--- src/rtl/wab_pkg.sv ---
package wab_pkg;

    localparam int DWORD_W = 32;
    localparam int CSR_DW  = 4;
    localparam int SRAM_DW = 2;
    localparam int WIDE_W  = DWORD_W * CSR_DW;
    localparam int SRAM_W  = DWORD_W * SRAM_DW;
    localparam int LAST_DW = CSR_DW - 1;

    typedef logic [DWORD_W-1:0] dword_t;
    typedef logic [WIDE_W-1:0]  wide_t;
    typedef logic [CSR_DW-1:0]  dmask_t;

    typedef enum logic [1:0] {
        ACC_WIDE   = 2'd0,
        ACC_SRAM   = 2'd1,
        ACC_DESC   = 2'd2,
        ACC_NARROW = 2'd3
    } acc_kind_e;

    typedef struct packed {
        acc_kind_e  kind;
        logic [1:0] dw;
    } acc_dec_t;

    // Mask of the dwords that make a complete word of the given space.
    function automatic dmask_t full_mask(input logic is_sram);
        dmask_t m;
        for (int i = 0; i < CSR_DW; i++)
            m[i] = is_sram ? (i < SRAM_DW) : 1'b1;
        return m;
    endfunction

    function automatic dword_t pick_dw(input wide_t w, input logic [1:0] sel);
        return w[sel*DWORD_W +: DWORD_W];
    endfunction

endpackage

--- src/rtl/wab_decode.sv ---
module wab_decode
    import wab_pkg::*;
#(
    parameter int ADDR_W      = 12,
    parameter int RX_IDX      = 'h083,
    parameter int TX_IDX      = 'h0A1,
    parameter int NARROW_BASE = 'h100
) (
    input  logic [ADDR_W-1:0] addr,
    output acc_dec_t          dec,
    output logic [ADDR_W-3:0] idx
);
    localparam int CIDX_W = ADDR_W - 3;

    logic [CIDX_W-1:0] csr_idx;

    always_comb begin
        csr_idx = addr[ADDR_W-2:2];
        if (addr[ADDR_W-1]) begin
            dec.kind = ACC_SRAM;
            dec.dw   = {1'b0, addr[0]};
            idx      = addr[ADDR_W-2:1];
        end else begin
            dec.dw = addr[1:0];
            idx    = {1'b0, csr_idx};
            if (csr_idx >= CIDX_W'(NARROW_BASE))
                dec.kind = ACC_NARROW;
            else if (csr_idx == CIDX_W'(RX_IDX) || csr_idx == CIDX_W'(TX_IDX))
                dec.kind = ACC_DESC;
            else
                dec.kind = ACC_WIDE;
        end
    end

endmodule

--- src/rtl/wab_read_latch.sv ---
module wab_read_latch
    import wab_pkg::*;
#(
    parameter int TAG_W = 11
) (
    input  logic             clk,
    input  logic             rst,
    input  logic             rd,
    input  logic [TAG_W-1:0] tag,
    input  logic [1:0]       dw,
    input  wide_t            fresh,
    output logic             need_sample,
    output dword_t           rd_dword
);
    logic             lat_valid;
    logic [TAG_W-1:0] lat_tag;
    wide_t            lat_data;

    assign need_sample = rd && (!lat_valid || dw == 2'd0 || lat_tag != tag);
    assign rd_dword    = need_sample ? pick_dw(fresh, dw) : pick_dw(lat_data, dw);

    always_ff @(posedge clk) begin
        if (rst) begin
            lat_valid <= 1'b0;
            lat_tag   <= '0;
            lat_data  <= '0;
        end else if (need_sample) begin
            lat_valid <= 1'b1;
            lat_tag   <= tag;
            lat_data  <= fresh;
        end
    end

endmodule

--- src/rtl/wab_collector.sv ---
module wab_collector
    import wab_pkg::*;
#(
    parameter int TAG_W = 11
) (
    input  logic             clk,
    input  logic             rst,
    input  logic             wr,
    input  acc_kind_e        kind,
    input  logic [TAG_W-1:0] tag,
    input  logic [1:0]       dw,
    input  dword_t           wdata,
    output logic             commit_en,
    output logic [TAG_W-1:0] commit_tag,
    output wide_t            commit_data,
    output dmask_t           col_mask,
    output logic [TAG_W-1:0] col_tag
);
    wide_t  col_data;
    dmask_t n_mask, base_m;
    wide_t  n_data, base_d, c_data;
    logic [TAG_W-1:0] n_tag;
    logic   hit, do_commit;

    always_comb begin
        n_mask    = col_mask;
        n_tag     = col_tag;
        n_data    = col_data;
        do_commit = 1'b0;
        c_data    = '0;
        hit       = (col_mask == '0) || (col_tag == tag);
        base_m    = hit ? col_mask : '0;
        base_d    = hit ? col_data : '0;
        if (wr) begin
            unique case (kind)
                ACC_WIDE, ACC_SRAM: begin
                    base_m[dw]                 = 1'b1;
                    base_d[dw*DWORD_W +: DWORD_W] = wdata;
                    if (base_m == full_mask(kind == ACC_SRAM)) begin
                        do_commit = 1'b1;
                        c_data    = base_d;
                        n_mask    = '0;
                        n_data    = '0;
                    end else begin
                        n_mask = base_m;
                        n_data = base_d;
                        n_tag  = tag;
                    end
                end
                ACC_DESC: begin
                    if (dw == 2'(LAST_DW)) begin
                        do_commit = 1'b1;
                        for (int i = 0; i < LAST_DW; i++)
                            c_data[i*DWORD_W +: DWORD_W] =
                                (col_mask[i] && col_tag == tag) ? col_data[i*DWORD_W +: DWORD_W] : '0;
                        c_data[LAST_DW*DWORD_W +: DWORD_W] = wdata;
                        if (hit) begin
                            n_mask = '0;
                            n_data = '0;
                        end
                    end else if (hit) begin
                        n_mask[dw]                    = 1'b1;
                        n_data[dw*DWORD_W +: DWORD_W] = wdata;
                        n_tag                         = tag;
                    end
                end
                default: ;
            endcase
        end
    end

    always_ff @(posedge clk) begin
        if (rst) begin
            col_mask    <= '0;
            col_tag     <= '0;
            col_data    <= '0;
            commit_en   <= 1'b0;
            commit_tag  <= '0;
            commit_data <= '0;
        end else begin
            col_mask  <= n_mask;
            col_tag   <= n_tag;
            col_data  <= n_data;
            commit_en <= do_commit;
            if (do_commit) begin
                commit_tag  <= tag;
                commit_data <= c_data;
            end
        end
    end

endmodule

--- src/rtl/wide_access_bridge.sv ---
module wide_access_bridge
    import wab_pkg::*;
#(
    parameter int ADDR_W      = 12,
    parameter int RX_IDX      = 'h083,
    parameter int TX_IDX      = 'h0A1,
    parameter int NARROW_BASE = 'h100,
    localparam int CIDX_W     = ADDR_W - 3,
    localparam int SIDX_W     = ADDR_W - 2,
    localparam int NADDR_W    = ADDR_W - 1
) (
    input  logic               clk,
    input  logic               rst,
    input  logic               host_wr,
    input  logic               host_rd,
    input  logic [ADDR_W-1:0]  host_addr,
    input  logic [31:0]        host_wdata,
    output logic [31:0]        host_rdata,
    output logic               host_rvalid,
    output logic               csr_rd_en,
    output logic [CIDX_W-1:0]  csr_rd_idx,
    input  logic [127:0]       csr_rd_data,
    output logic               sram_rd_en,
    output logic [SIDX_W-1:0]  sram_rd_idx,
    input  logic [63:0]        sram_rd_data,
    output logic               nar_rd_en,
    output logic [NADDR_W-1:0] nar_rd_addr,
    input  logic [31:0]        nar_rd_data,
    output logic               csr_wr_en,
    output logic [CIDX_W-1:0]  csr_wr_idx,
    output logic [127:0]       csr_wr_data,
    output logic               sram_wr_en,
    output logic [SIDX_W-1:0]  sram_wr_idx,
    output logic [63:0]        sram_wr_data,
    output logic               nar_wr_en,
    output logic [NADDR_W-1:0] nar_wr_addr,
    output logic [31:0]        nar_wr_data
);
    localparam int TAG_W = SIDX_W + 1;

    acc_dec_t          dec;
    logic [SIDX_W-1:0] dec_idx;
    logic [TAG_W-1:0]  dec_tag;
    logic              wide_rd, need_sample, commit_en;
    dword_t            lat_dword;
    wide_t             fresh, commit_data;
    logic [TAG_W-1:0]  commit_tag, col_tag;
    dmask_t            col_mask;

    wab_decode #(
        .ADDR_W(ADDR_W), .RX_IDX(RX_IDX), .TX_IDX(TX_IDX), .NARROW_BASE(NARROW_BASE)
    ) i_decode (
        .addr(host_addr), .dec(dec), .idx(dec_idx)
    );

    assign dec_tag = {dec.kind == ACC_SRAM, dec_idx};
    assign wide_rd = host_rd && (dec.kind == ACC_WIDE || dec.kind == ACC_SRAM);
    assign fresh   = (dec.kind == ACC_SRAM) ? {{(WIDE_W-SRAM_W){1'b0}}, sram_rd_data} : csr_rd_data;

    wab_read_latch #(.TAG_W(TAG_W)) i_latch (
        .clk(clk), .rst(rst), .rd(wide_rd), .tag(dec_tag), .dw(dec.dw),
        .fresh(fresh), .need_sample(need_sample), .rd_dword(lat_dword)
    );

    wab_collector #(.TAG_W(TAG_W)) i_collector (
        .clk(clk), .rst(rst), .wr(host_wr), .kind(dec.kind), .tag(dec_tag),
        .dw(dec.dw), .wdata(host_wdata), .commit_en(commit_en),
        .commit_tag(commit_tag), .commit_data(commit_data),
        .col_mask(col_mask), .col_tag(col_tag)
    );

    // Storage-side read requests
    assign csr_rd_en   = need_sample && dec.kind == ACC_WIDE;
    assign csr_rd_idx  = dec_idx[CIDX_W-1:0];
    assign sram_rd_en  = need_sample && dec.kind == ACC_SRAM;
    assign sram_rd_idx = dec_idx;
    assign nar_rd_en   = host_rd && dec.kind == ACC_NARROW;
    assign nar_rd_addr = host_addr[NADDR_W-1:0];

    // Storage-side wide writes
    assign csr_wr_en    = commit_en && !commit_tag[TAG_W-1];
    assign csr_wr_idx   = commit_tag[CIDX_W-1:0];
    assign csr_wr_data  = commit_data;
    assign sram_wr_en   = commit_en && commit_tag[TAG_W-1];
    assign sram_wr_idx  = commit_tag[SIDX_W-1:0];
    assign sram_wr_data = commit_data[SRAM_W-1:0];

    always_ff @(posedge clk) begin
        if (rst) begin
            host_rvalid <= 1'b0;
            host_rdata  <= '0;
            nar_wr_en   <= 1'b0;
            nar_wr_addr <= '0;
            nar_wr_data <= '0;
        end else begin
            host_rvalid <= host_rd;
            if (host_rd) begin
                unique case (dec.kind)
                    ACC_WIDE, ACC_SRAM: host_rdata <= lat_dword;
                    ACC_NARROW:         host_rdata <= nar_rd_data;
                    default:            host_rdata <= '0;
                endcase
            end
            nar_wr_en <= host_wr && dec.kind == ACC_NARROW;
            if (host_wr && dec.kind == ACC_NARROW) begin
                nar_wr_addr <= host_addr[NADDR_W-1:0];
                nar_wr_data <= host_wdata;
            end
        end
    end

endmodule

--- config.mk ---
export PLATFORM = sky130hd
export DESIGN_NAME = wide_access_bridge
export DESIGN_NICKNAME = d
export VERILOG_FILES = /design/src/rtl/wab_pkg.sv /design/src/rtl/wab_decode.sv /design/src/rtl/wab_read_latch.sv /design/src/rtl/wab_collector.sv /design/src/rtl/wide_access_bridge.sv
export SDC_FILE = /design/constraint.sdc
export NUM_CORES = 1
export LEC_CHECK = 0
export BUFFER_PORTS_ARGS = -buffer_cell sky130_fd_sc_hd__buf_4
export CORE_AREA = 2 2 233 235
export DETAILED_ROUTE_END_ITERATION = 12
export DIE_AREA = 0 0 235 237
export PLACE_DENSITY = 0.59
export SYNTH_ARGS = -nofsm -noshare
export SYNTH_HDL_FRONTEND = slang
export SYNTH_SLANG_ARGS = --single-unit
--- constraint.sdc ---
create_clock -name clk -period 3.91 [get_ports clk]
set_input_delay 0.5865 -clock clk [delete_from_list [all_inputs] [get_ports clk]]
set_output_delay 0.5865 -clock clk [all_outputs]
set_load 0.005 [all_outputs]
==> out/results.env, run 1 <==
POST_DRT_WL_PER_CELL_UM=21.06
STD_CELL_ROWS=85
FINAL_CELL_COUNT_NO_FILL=3521
CRITICAL_PATH_PEAK_FANOUT=32
TOTAL_DIE_AREA_UM2=55700
GRT_PASS1_WL_UM=112300
DRIVE_GT1_SHARE_PCT=28.21
WORSTSKEWPAIRLATENCY_NS=0.61
CELL_COUNT_POST_PLACEMENT=3421
SYNTH_AREA_PER_CELL_UM2=8.743
NUM-NETS-FINAL=3057
TOTAL_WIRE_LENGTH_AFTER_DETAILED_ROUTING_UM=74140
SYNTH-ASYNC-RESET-RATIO_PCT=0
IO_BUFFER_COUNT=594
NUMBER_OF_FLOPS_MAPPED_TO_ENABLE_CELLS_BY_YOSYS=0
WORST_SLEW_PIN_SLEW_NS=1.188
SYNTHTOPCELLSBYAREA='sky130_fd_sc_hd__dfxtp_1 48%, sky130_fd_sc_hd__nor2_1 7.3%, sky130_fd_sc_hd__a21oi_1 5.5%, sky130_fd_sc_hd__a22o_1 5.4%, sky130_fd_sc_hd__a221oi_1 4.1%'
POST-SYNTH-TOP-AREA-CELL='sky130_fd_sc_hd__dfxtp_1'
WORST_R2R_PATH_DEPTH=10
STATUS='finished, final reports clean'
CORE_REGION_AREA_UM2=53280
TIMING_MAX_TRANSITION_VIOLATIONS_FINAL=0
FINALHOLDVIOLATIONS=0
CAP_VIOLATIONS=0
HOLD_SLACK_NS=0.2636
FINALCLOCKSKEW_NS=0.01618
GLOBALROUTETOTALUTIL_PCT=25.44
INITIALDRTVIOLATIONCOUNT=1306
FIRST_GLOBAL_VIAS=18810
ANTENNA-DIODE-COUNT=0
FIRST_PASS_ITERS=5
SYNTHESIZED_INSTANCE_COUNT=2392
PATH_CLASS='register to register'
SYNTH_TOP_AREA_SHARE_PCT=47.86
CTS_BUFFERS=53
MAPPED_CELL_AREA_UM2=20910
CTS_TREE='yes'
GRT_MAX_DEGREE=193
POSTSYNTHREGISTERBITS=500
YOSYS.CELL_COUNT.TOP_TYPE='sky130_fd_sc_hd__dfxtp_1'
AREA.GROWTH.SYNTH_TO_FINAL_PCT=30.02
CTS.REPORTEDPATHS.CLKPINSLEW_NS=0.06
POSTROUTEANTENNANETS=0
CLOCK_SINK_COUNT=500
WORSTPATHREQUIRED_NS=4.46
DP_SLACK_NS=-0.1891
FLOORPLAN.DIE.HEIGHT_UM=237
ROOT_BUFFER='sky130_fd_sc_hd__clkbuf_16'
CTS-HTREE-LEVELS=2
FMAXACHIEVABLE_MHz=276.0
SYNTH_FP_NETS=2668
TOTALNEGATIVESETUPSLACK_NS=0
START_UTIL_PCT=39.25
YOSYS-TOP-CELLS-COUNT='500 x sky130_fd_sc_hd__dfxtp_1, 407 x sky130_fd_sc_hd__nor2_1, 228 x sky130_fd_sc_hd__a21oi_1'
NUM_IO_PINS=595
VIASPERCELL=5.481
FINAL_WORST_SETUP_SLACK_NS=0.2871
LAYOUT_WORST_PATH_CYCLE_SHARE_PCT=92.66
DRC_ERRORS=0
VIA_COUNT=19300
PERIOD_NEEDED_NS=3.623
NUMBER_OF_FILLER_INSTANCES_IN_THE_FINAL_LAYOUT=5047
HOLD_PATH_DEPTH=3
SYNTH_WARNINGS=0
POST_CTS_BUFFERS=0
RSZ0062_AT_GRT='false'
PEAKVDDDROP_mV=0.3288
FINALSETUPVIOLATIONS=0
CLOCK_PATH_BUFFERS=3
POWER.DENSITY_nW_PER_UM2=435.4
GRT_ANTENNA_BEFORE_REPAIR=1
YOSYSUNIQUECELLTYPES=56
GPL.FINAL_WEIGHTED_CONGESTION=0.8662
LEAKAGEPOWER_nW=11.61
ARRIVAL_TIME_WORST_ENDPOINT_NS=4.17
HPWLAFTERDP_UM=51110
SYNTH_FF_TYPE='sky130_fd_sc_hd__dfxtp_1'
GRT_RESIDUAL_OVERFLOW=0
SLEW_HEADROOM_PCT=20.54
REPORT.POWER.TOTAL_mW=11.84
HOLD_PATH_CLASS='input pin to register'
YOSYSSEQAREASHARE_PCT=47.86
WIDTH_OF_THE_CHIP_UM=235
CRITPATHCAPTURETYPE='register'
CP-START-KIND='register'
## report_power, final
group	internal [mW]	switching, mW	leakage, nW
combinational	0.573	0.729	6.68
sequential	5.25	0.0866	4.06
clock	3.06	2.14	0.876
## state kept, by name, summed over array words and instances (netlist names), 2 cells and up, named ones only
name / cells
nar_wr_addr: 11
nar_wr_data: 32
i_collector.col_mask: 2
i_latch.lat_data: 128
i_collector.col_data: 128
i_collector.col_tag: 11
host_rdata: 32
i_collector.commit_tag: 11
i_latch.lat_tag: 11
i_collector.commit_data: 128
## routing by layer
metal  routed length (um)  global-route usage, %  share of wire (%)
met1                30870                  32.61                 42
met5                    8                      0              0.011
met2                35650                  42.86                 48
met4                 2072                  7.806                2.8
met3                 5537                  5.386                7.5
## critical path, stage by stage (launching register included)
cell and delay, ns:
sky130_fd_sc_hd__dfxtp_1 0.36, sky130_fd_sc_hd__inv_1 0.07, sky130_fd_sc_hd__a2111oi_0 0.42, sky130_fd_sc_hd__o221ai_1 0.23, sky130_fd_sc_hd__nor4_4 0.33, sky130_fd_sc_hd__buf_4 0.24, sky130_fd_sc_hd__a2111o_1 0.16, sky130_fd_sc_hd__o31a_1 0.31
sky130_fd_sc_hd__o2111ai_2 0.28, sky130_fd_sc_hd__o22ai_4 0.88, sky130_fd_sc_hd__a22o_1 0.27
## final timing paths
kind | endpoint | from | slack [ns]
setup / recovery | i_collector.col_data[52] | i_collector.col_tag[8] | 0.29
hold reg to reg | nar_wr_data[12] | nar_wr_data[12] | 0.46
setup reg to reg | i_collector.col_data[52] | i_collector.col_tag[8] | 0.29
hold / removal | nar_wr_addr[2] | host_addr[2] | 0.26
## kinds of logic (layout without fill, tap and decap cells)
logic type,after synthesis,count (layout),synth area share (%)
AO/OA/AOI/OAI,639,640,21.20
XOR/XNOR,18,18,0.7539
adder cells (fa/ha/maj),4,4,0.2393
buffers and inverters,368,800,9.333
flip-flops,500,500,47.86
multiplexers,75,75,3.626
AND/OR/NAND/NOR,788,788,16.99
## stage by stage
step / instance area [um2] / utilization [%]
after floorplan: 20910 / -
after global placement: 25380 / 47.64
after detailed placement: 25380 / 47.64
after CTS: 27170 / 51.00
after global routing: 27190 / 51.03
final: 27190 / 51.03
## placed cells by master (no fill, tap or decap), types with 3 or more instances in the layout
master                      instances
sky130_fd_sc_hd__a22oi_1           32
sky130_fd_sc_hd__inv_1             19
sky130_fd_sc_hd__a22o_1           128
sky130_fd_sc_hd__buf_4            664
sky130_fd_sc_hd__bufinv_16          6
sky130_fd_sc_hd__nand4_1            5
sky130_fd_sc_hd__nand3_1           10
sky130_fd_sc_hd__mux2i_1           73
sky130_fd_sc_hd__or3_1             34
sky130_fd_sc_hd__clkinv_2          10
sky130_fd_sc_hd__and2_1             6
sky130_fd_sc_hd__a211oi_1          50
sky130_fd_sc_hd__o22ai_1           32
sky130_fd_sc_hd__a31oi_1            3
sky130_fd_sc_hd__a21oi_1          225
sky130_fd_sc_hd__o21ai_0           40
sky130_fd_sc_hd__xor2_1             8
sky130_fd_sc_hd__clkbuf_16         53
sky130_fd_sc_hd__nor3b_1           64
sky130_fd_sc_hd__nor3_4             3
sky130_fd_sc_hd__ha_1               4
sky130_fd_sc_hd__nand2_1          134
sky130_fd_sc_hd__a221oi_1          97
sky130_fd_sc_hd__o31ai_1            3
sky130_fd_sc_hd__clkbuf_1          16
sky130_fd_sc_hd__xnor2_1           10
sky130_fd_sc_hd__nor2b_1            4
sky130_fd_sc_hd__o22ai_4            3
sky130_fd_sc_hd__clkbuf_8           8
sky130_fd_sc_hd__buf_12            16
sky130_fd_sc_hd__nor3_1           104
sky130_fd_sc_hd__a21oi_4            4
sky130_fd_sc_hd__nor2_1           406
sky130_fd_sc_hd__dfxtp_1          500
## layout make-up
type | instances | area [um2] | area share [%]
flip-flops and latches | 500 | 10010 | 36.81
multi-input cells | 1525 | 9116 | 33.53
repair buffers | 682 | 5331 | 19.61
clock buffers | 77 | 1496 | 5.503
well taps | 696 | 870.8 | 3.203
clock inverters | 22 | 295.3 | 1.086
inverters | 19 | 71.32 | 0.2623
## timing repair
action	4_1_cts	5_1_grt
gates resized for setup	0	1
hold buffers	0	0
hold endpoints to repair	0	0
setup endpoints to repair	0	51
Power figures use the tool's default switching activity.
==> run 2: changes to the inputs <==
CORE_AREA = not set   (was 2 2 233 235)
CORE_MARGIN = 1.5   (was not set)
CORE_UTILIZATION = 35   (was not set)
DIE_AREA = not set   (was 0 0 235 237)
PLACE_DENSITY = not set   (was 0.59)
PLACE_DENSITY_LB_ADDON = 0.25   (was not set)
==> out/results.env, run 2 (synthesis results as in run 1) <==
HOLD_PATH_STARTPOINT='host_addr[2]'
HPWLAFTERDP_UM=50480  # -1.2%
PERIOD_NEEDED_NS=3.644  # +0.02122 ns
STD_CELL_ROWS=89  # +4.7%
SLEW_HEADROOM_PCT=21.78  # +1.2 points
HOLD_PATH_CLASS='input pin to register'
WORSTPATHREQUIRED_NS=4.46  # about the same
FINALSETUPVIOLATIONS=0  # unchanged
HOLD_SLACK_NS=0.2485  # -0.01502 ns
LAYOUT_WORST_PATH_CYCLE_SHARE_PCT=93.20  # +0.54 points
GRT_RESIDUAL_OVERFLOW=0  # unchanged
IO_BUFFER_COUNT=594  # unchanged
PEAKVDDDROP_mV=0.3468  # +5.5%
GRT_PASS1_WL_UM=108800  # -3.1%
LAYOUT.CELLS.MOST_COMMON='sky130_fd_sc_hd__buf_4'
GPL.FINAL_WEIGHTED_CONGESTION=0.8775  # +1.3%
FIRST_GLOBAL_VIAS=18190  # -3.3%
CRITICAL_PATH_PEAK_FANOUT=32  # unchanged
CAP_VIOLATIONS=0  # unchanged
NUM_IO_PINS=595  # unchanged
WORST_R2R_PATH_DEPTH=9  # -1
CLOCK_PATH_BUFFERS=3  # unchanged
GLOBALROUTETOTALUTIL_PCT=22.99  # -2.5 points
VIA_COUNT=19140  # -0.82%
HOLD_PATH_DEPTH=3  # unchanged
FIRST_PASS_ITERS=5  # unchanged
DRIVE_GT1_SHARE_PCT=27.79  # -0.42 points
GRT_ANTENNA_BEFORE_REPAIR=2  # +1
CLOCK_SINK_COUNT=500  # unchanged
TOTAL_WIRE_LENGTH_AFTER_DETAILED_ROUTING_UM=73760  # -0.51%
CTS_BUFFERS=54  # +1.9%
FINAL_CELL_COUNT_NO_FILL=3584  # +1.8%
POSTLAYOUTCELLAREA_UM2=27170  # about the same
CP-START-KIND='register'
LEAKAGEPOWER_nW=11.52  # -0.80%
CORE_REGION_AREA_UM2=59020  # +11%
ARRIVAL_TIME_WORST_ENDPOINT_NS=4.19  # +0.02 ns
CRITPATHCAPTURETYPE='register'
WORSTSKEWPAIRLATENCY_NS=0.61  # about the same
REG2REG_SETUP_SLACK_NS=0.27  # -0.02 ns
INITIALDRTVIOLATIONCOUNT=1191  # -8.8%
ROOT_BUFFER='sky130_fd_sc_hd__clkbuf_16'
RSZ0062_AT_GRT='false'
START_UTIL_PCT=35.43  # -3.8 points
AREA.GROWTH.SYNTH_TO_FINAL_PCT=29.90  # about the same
CELL_COUNT_POST_PLACEMENT=3481  # +1.8%
CTS.REPORTEDPATHS.CLKPINSLEW_NS=0.06  # about the same
POST_DRT_WL_PER_CELL_UM=20.58  # -2.3%
CTS_TREE='yes'
TIMING_MAX_TRANSITION_VIOLATIONS_FINAL=0  # unchanged
TOTAL_DIE_AREA_UM2=61230  # +9.9%
CTS-HTREE-LEVELS=2  # unchanged
FINAL_WORST_SETUP_SLACK_NS=0.2659  # -0.02122 ns
NUM-NETS-FINAL=3042  # -0.49%
DRC_ERRORS=0  # unchanged
STATUS='finished, final reports clean'
MOST-COMMON-LAYOUT-CELLS='644 x sky130_fd_sc_hd__buf_4, 500 x sky130_fd_sc_hd__dfxtp_1, 406 x sky130_fd_sc_hd__nor2_1'
FINALCLOCKSKEW_NS=0.01254  # -0.003643 ns
CRIT-REG2REG-CAPTURE='i_collector.col_data[50]'
VIASPERCELL=5.340  # -2.6%
BIGGESTREGSBYFLOPS='i_collector.col_data x128, i_collector.commit_data x128, i_latch.lat_data x128'
HOLDPATHEND='nar_wr_addr[2]'
FLOORPLAN.DIE.HEIGHT_UM=247.4  # +4.4%
PATH_CLASS='register to register'
GRT_MAX_DEGREE=207  # +7.3%
REGTOREGSTARTPOINT='i_collector.col_tag[8]'
FMAXACHIEVABLE_MHz=274.4  # -0.58%
FINALHOLDVIOLATIONS=0  # unchanged
WORST_SLEW_PIN_SLEW_NS=1.171  # -0.01731 ns
POSTROUTEANTENNANETS=0  # unchanged
PLACEMENT.CELL_AREA_UM2=25390  # about the same
POWER.DENSITY_nW_PER_UM2=428.3  # -1.6%
DP_SLACK_NS=-0.1372  # +0.05187 ns
WIDTH_OF_THE_CHIP_UM=247.4  # +5.3%
## run 2: cell types whose count changed in the layout (fill, tap and decap cells not counted), sizes merged, moves of 3 or more
cell	previous run	this run
buf	682	666
bufinv	6	1
clkbuf	77	82
clkinv	13	10
inv	20	23
## run 2: timing repair
action,CTS,global route
hold buffers,0,0
setup buffers,0,1
endpoints found under the setup margin,0,119
gates resized for setup,0,1
## run 2: area by class of cell
cell class / instances / area, um2
clock buffers: 82 / 1567
multi-input cells: 1525 / 9116
clock inverters: 18 / 171.4
diodes: 1 / 2.502
inverters: 19 / 71.32
repair buffers: 666 / 5261
flip-flops and latches: 500 / 10010
fillers: 5779 / 31850
well taps: 773 / 967.2
## run 2: metal layers
layer,up-vias,GRT usage [%],wire length (um)
li1,9091,-,-
met5,-,0,15
met4,2,6.952,1612
met1,9154,29.21,30200
met2,791,38.38,35790
met3,101,5.580,6143
## run 2: worst max-delay path: stages (launching register included)
cell and delay (ns):
sky130_fd_sc_hd__dfxtp_1 0.37, sky130_fd_sc_hd__inv_1 0.08, sky130_fd_sc_hd__a2111oi_0 0.46, sky130_fd_sc_hd__o221ai_1 0.23, sky130_fd_sc_hd__nor4_4 0.39, sky130_fd_sc_hd__a2111o_1 0.25
sky130_fd_sc_hd__o31a_1 0.32, sky130_fd_sc_hd__o2111ai_2 0.29, sky130_fd_sc_hd__o22ai_4 0.91, sky130_fd_sc_hd__a22o_1 0.27
## run 2: how the worst max path moves through the flow
| stage | from | endpoint | cells after the start |
|---|---|---|---|
| after CTS | i_collector.col_tag[8] | i_collector.commit_data[76] | 10 |
| after floorplan | host_addr[11] | csr_rd_en | 13 |
| after detailed placement | host_addr[10] | i_collector.commit_data[76] | 10 |
| after global placement | host_addr[11] | i_collector.commit_data[90] | 11 |
| after global routing | i_collector.col_tag[8] | i_collector.col_data[50] | 9 |
| final | i_collector.col_tag[8] | i_collector.col_data[50] | 9 |
## run 2: report_power, final
part,total (mW),internal [mW],switching [mW]
logic,1.28,0.558,0.721
registers,5.34,5.25,0.0853
clock network,5.02,2.85,2.17
## run 2: metrics by stage
stage	setup TNS (ns)	total power [mW]	util, %
after floorplan	0	6.114	-
after global placement	-3.101	6.706	43.02
after detailed placement	-7.091	6.725	43.02
after CTS	0	11.74	45.96
after global routing	0	12.10	46.03
final	0	11.63	46.03
==> run 3: changes to the inputs <==
RECOVER_POWER = 25   (was not set)
==> out/results.env, run 3 (synthesis results as in run 1) <==
LEAKAGEPOWER_nW=11.23  # -2.5%
REG2REG_SETUP_SLACK_NS=0.26  # about the same
GRT_PASS1_WL_UM=108800  # unchanged
IO_BUFFER_COUNT=594  # unchanged
ROOT_BUFFER='sky130_fd_sc_hd__clkbuf_16'
CAP_VIOLATIONS=2  # +2
PATH_CLASS='register to register'
BIGGESTREGSBYFLOPS='i_collector.col_data x128, i_collector.commit_data x128, i_latch.lat_data x128'
CRITICAL_PATH_PEAK_FANOUT=32  # unchanged
CTS-HTREE-LEVELS=2  # unchanged
CLOCK_PATH_BUFFERS=3  # unchanged
WORST_R2R_PATH_DEPTH=9  # unchanged
FMAXACHIEVABLE_MHz=274.3  # about the same
NUM-NETS-FINAL=3042  # unchanged
WORSTPATHREQUIRED_NS=4.46  # about the same
MET1_LENGTH_UM=30220  # about the same
REGTOREGSTARTPOINT='i_collector.col_tag[8]'
CRITPATHCAPTURETYPE='register'
VIASPERCELL=5.344  # about the same
MOST-COMMON-LAYOUT-CELLS='500 x sky130_fd_sc_hd__dfxtp_1, 443 x sky130_fd_sc_hd__buf_4, 406 x sky130_fd_sc_hd__nor2_1'
CRIT-REG2REG-CAPTURE='i_collector.col_data[51]'
CTS_TREE='yes'
WORST_SLEW_PIN_SLEW_NS=2.382  # +1.212 ns
DR_WL_MET3_UM=6031  # -1.8%
HOLD_PATH_CLASS='input pin to register'
ARRIVAL_TIME_WORST_ENDPOINT_NS=4.20  # about the same
REPORT.POWER.TOTAL_mW=11.61  # -0.17%
FINAL_WORST_SETUP_SLACK_NS=0.2649  # -0.0009450 ns
TOTAL_DIE_AREA_UM2=61230  # unchanged
FAILED_CHECKS='max-capacitance violations, max-slew violations'
DRIVE_GT1_SHARE_PCT=26.01  # -1.8 points
START_UTIL_PCT=35.43  # unchanged
VIA_COUNT=19150  # +0.073%
TIMING_MAX_TRANSITION_VIOLATIONS_FINAL=56  # +56
GRT_ANTENNA_BEFORE_REPAIR=2  # unchanged
FLOORPLAN.DIE.HEIGHT_UM=247.4  # unchanged
RSZ0062_AT_GRT='false'
GPL.FINAL_WEIGHTED_CONGESTION=0.8775  # unchanged
CORE_REGION_AREA_UM2=59020  # unchanged
POWER.DENSITY_nW_PER_UM2=430.5  # +0.51%
POST_DRT_WL_PER_CELL_UM=20.55  # -0.17%
LAYOUT.CELLS.MOST_COMMON='sky130_fd_sc_hd__dfxtp_1'
GRT_RESIDUAL_OVERFLOW=0  # unchanged
SETUP.WORST_PATH.START='i_collector.col_tag[8]'
GRT_MAX_DEGREE=207  # unchanged
WORSTSKEWPAIRLATENCY_NS=0.61  # about the same
TOTAL_WIRE_LENGTH_AFTER_DETAILED_ROUTING_UM=73640  # -0.17%
NUMBER_OF_FILLER_INSTANCES_IN_THE_FINAL_LAYOUT=5813  # +0.59%
CLOCK_SINK_COUNT=500  # unchanged
FINALHOLDVIOLATIONS=0  # unchanged
MET2WIRELENGTH_UM=35770  # about the same
CELL_COUNT_POST_PLACEMENT=3481  # unchanged
HPWLAFTERDP_UM=50480  # unchanged
POSTLAYOUTCELLAREA_UM2=26980  # -0.68%
FINALCLOCKSKEW_NS=0.01108  # -0.001454 ns
HIGHEST-SIGNAL-LAYER='met5'
FIRST_GLOBAL_VIAS=18190  # unchanged
STATUS='finished, violations left'
CP-START-KIND='register'
CTS_BUFFERS=54  # unchanged
PLACEMENT.CELL_AREA_UM2=25390  # unchanged
NUM_IO_PINS=595  # unchanged
PERIOD_NEEDED_NS=3.645  # +0.0009450 ns
FIRST_PASS_ITERS=5  # unchanged
FINAL_CELL_COUNT_NO_FILL=3584  # unchanged
FINALSETUPVIOLATIONS=0  # unchanged
AREA.GROWTH.SYNTH_TO_FINAL_PCT=29.02
POSTROUTEANTENNANETS=0  # unchanged
GLOBALROUTETOTALUTIL_PCT=22.99  # unchanged
SETUP.WORST_PATH.END='i_collector.col_data[51]'
DP_SLACK_NS=-0.1372  # unchanged
INITIALDRTVIOLATIONCOUNT=1210  # +1.6%
LAYOUT_WORST_PATH_CYCLE_SHARE_PCT=93.22  # about the same
DRC_ERRORS=0  # unchanged
WIDTH_OF_THE_CHIP_UM=247.4  # unchanged
STD_CELL_ROWS=89  # unchanged
PEAKVDDDROP_mV=0.3479  # +0.31%
CTS.REPORTEDPATHS.CLKPINSLEW_NS=0.06  # about the same
SLEW_HEADROOM_PCT=-58.90  # -81 points
==> run 3: how the worst min path moves through the flow <==
stage / from / endpoint / slack (ns) / depth (start not counted)
after CTS: host_addr[2] / nar_wr_addr[2] / 0.22 / 3
after global routing: host_addr[2] / nar_wr_addr[2] / 0.25 / 3
final: host_addr[2] / nar_wr_addr[2] / 0.25 / 3
after detailed placement: nar_wr_data[11] / nar_wr_data[11] / 0.45 / 2
after floorplan: i_latch.lat_valid / i_latch.lat_valid / 0.43 / 2
after global placement: i_latch.lat_valid / i_latch.lat_valid / 0.44 / 2
==> run 3: power breakdown <==
part	total (mW)	internal, mW	switching, mW
combinational	1.26	0.541	0.721
clock	5.02	2.85	2.17
sequential	5.34	5.25	0.0840
total	11.6	8.64	2.97
==> run 3: critical path, stage by stage (launching register included) <==
cell and delay [ns]:
sky130_fd_sc_hd__dfxtp_1 0.36, sky130_fd_sc_hd__inv_1 0.08, sky130_fd_sc_hd__a2111oi_0 0.47, sky130_fd_sc_hd__o221ai_1 0.23, sky130_fd_sc_hd__nor4_4 0.38, sky130_fd_sc_hd__a2111o_1 0.25
sky130_fd_sc_hd__o31a_1 0.32, sky130_fd_sc_hd__o2111ai_2 0.30, sky130_fd_sc_hd__o22ai_4 0.90, sky130_fd_sc_hd__a22o_1 0.27
==> run 3: metal layers <==
layer	vias to the layer above	global-route usage, %
met5	-	0
met4	2	6.952
met3	99	5.580
met2	799	38.38
met1	9159	29.21
li1	9094	-
==> run 3: what timing repair did <==
item | 4_1_cts | 5_1_grt
resized for setup | 0 | 1
endpoints found under the hold margin | 0 | 0
setup buffers | 0 | 1
hold buffers | 0 | 0
endpoints found under the setup margin | 0 | 119
==> run 3: through the flow <==
stage	TNS, ns	hold WS [ns]	utilization [%]
floorplan	0	0.4328	-
global placement	-3.101	0.4408	43.02
detailed placement	-7.091	0.4474	43.02
CTS	0	0.2170	45.96
global route	0	0.2482	45.72
finish	0	0.2507	45.72
==> run 3: area by class of cell <==
class                      instances  area (um2)  area share [%]
antenna                            1       2.502        0.009275
clock buffer                      82        1567           5.806
clock inverter                    18       171.4          0.6353
inverter                          19       71.32          0.2643
multi-input combinational       1525        9115           33.78
sequential                       500       10010           37.10
tap                              773       967.2           3.585
timing repair buffer             666        5077           18.82
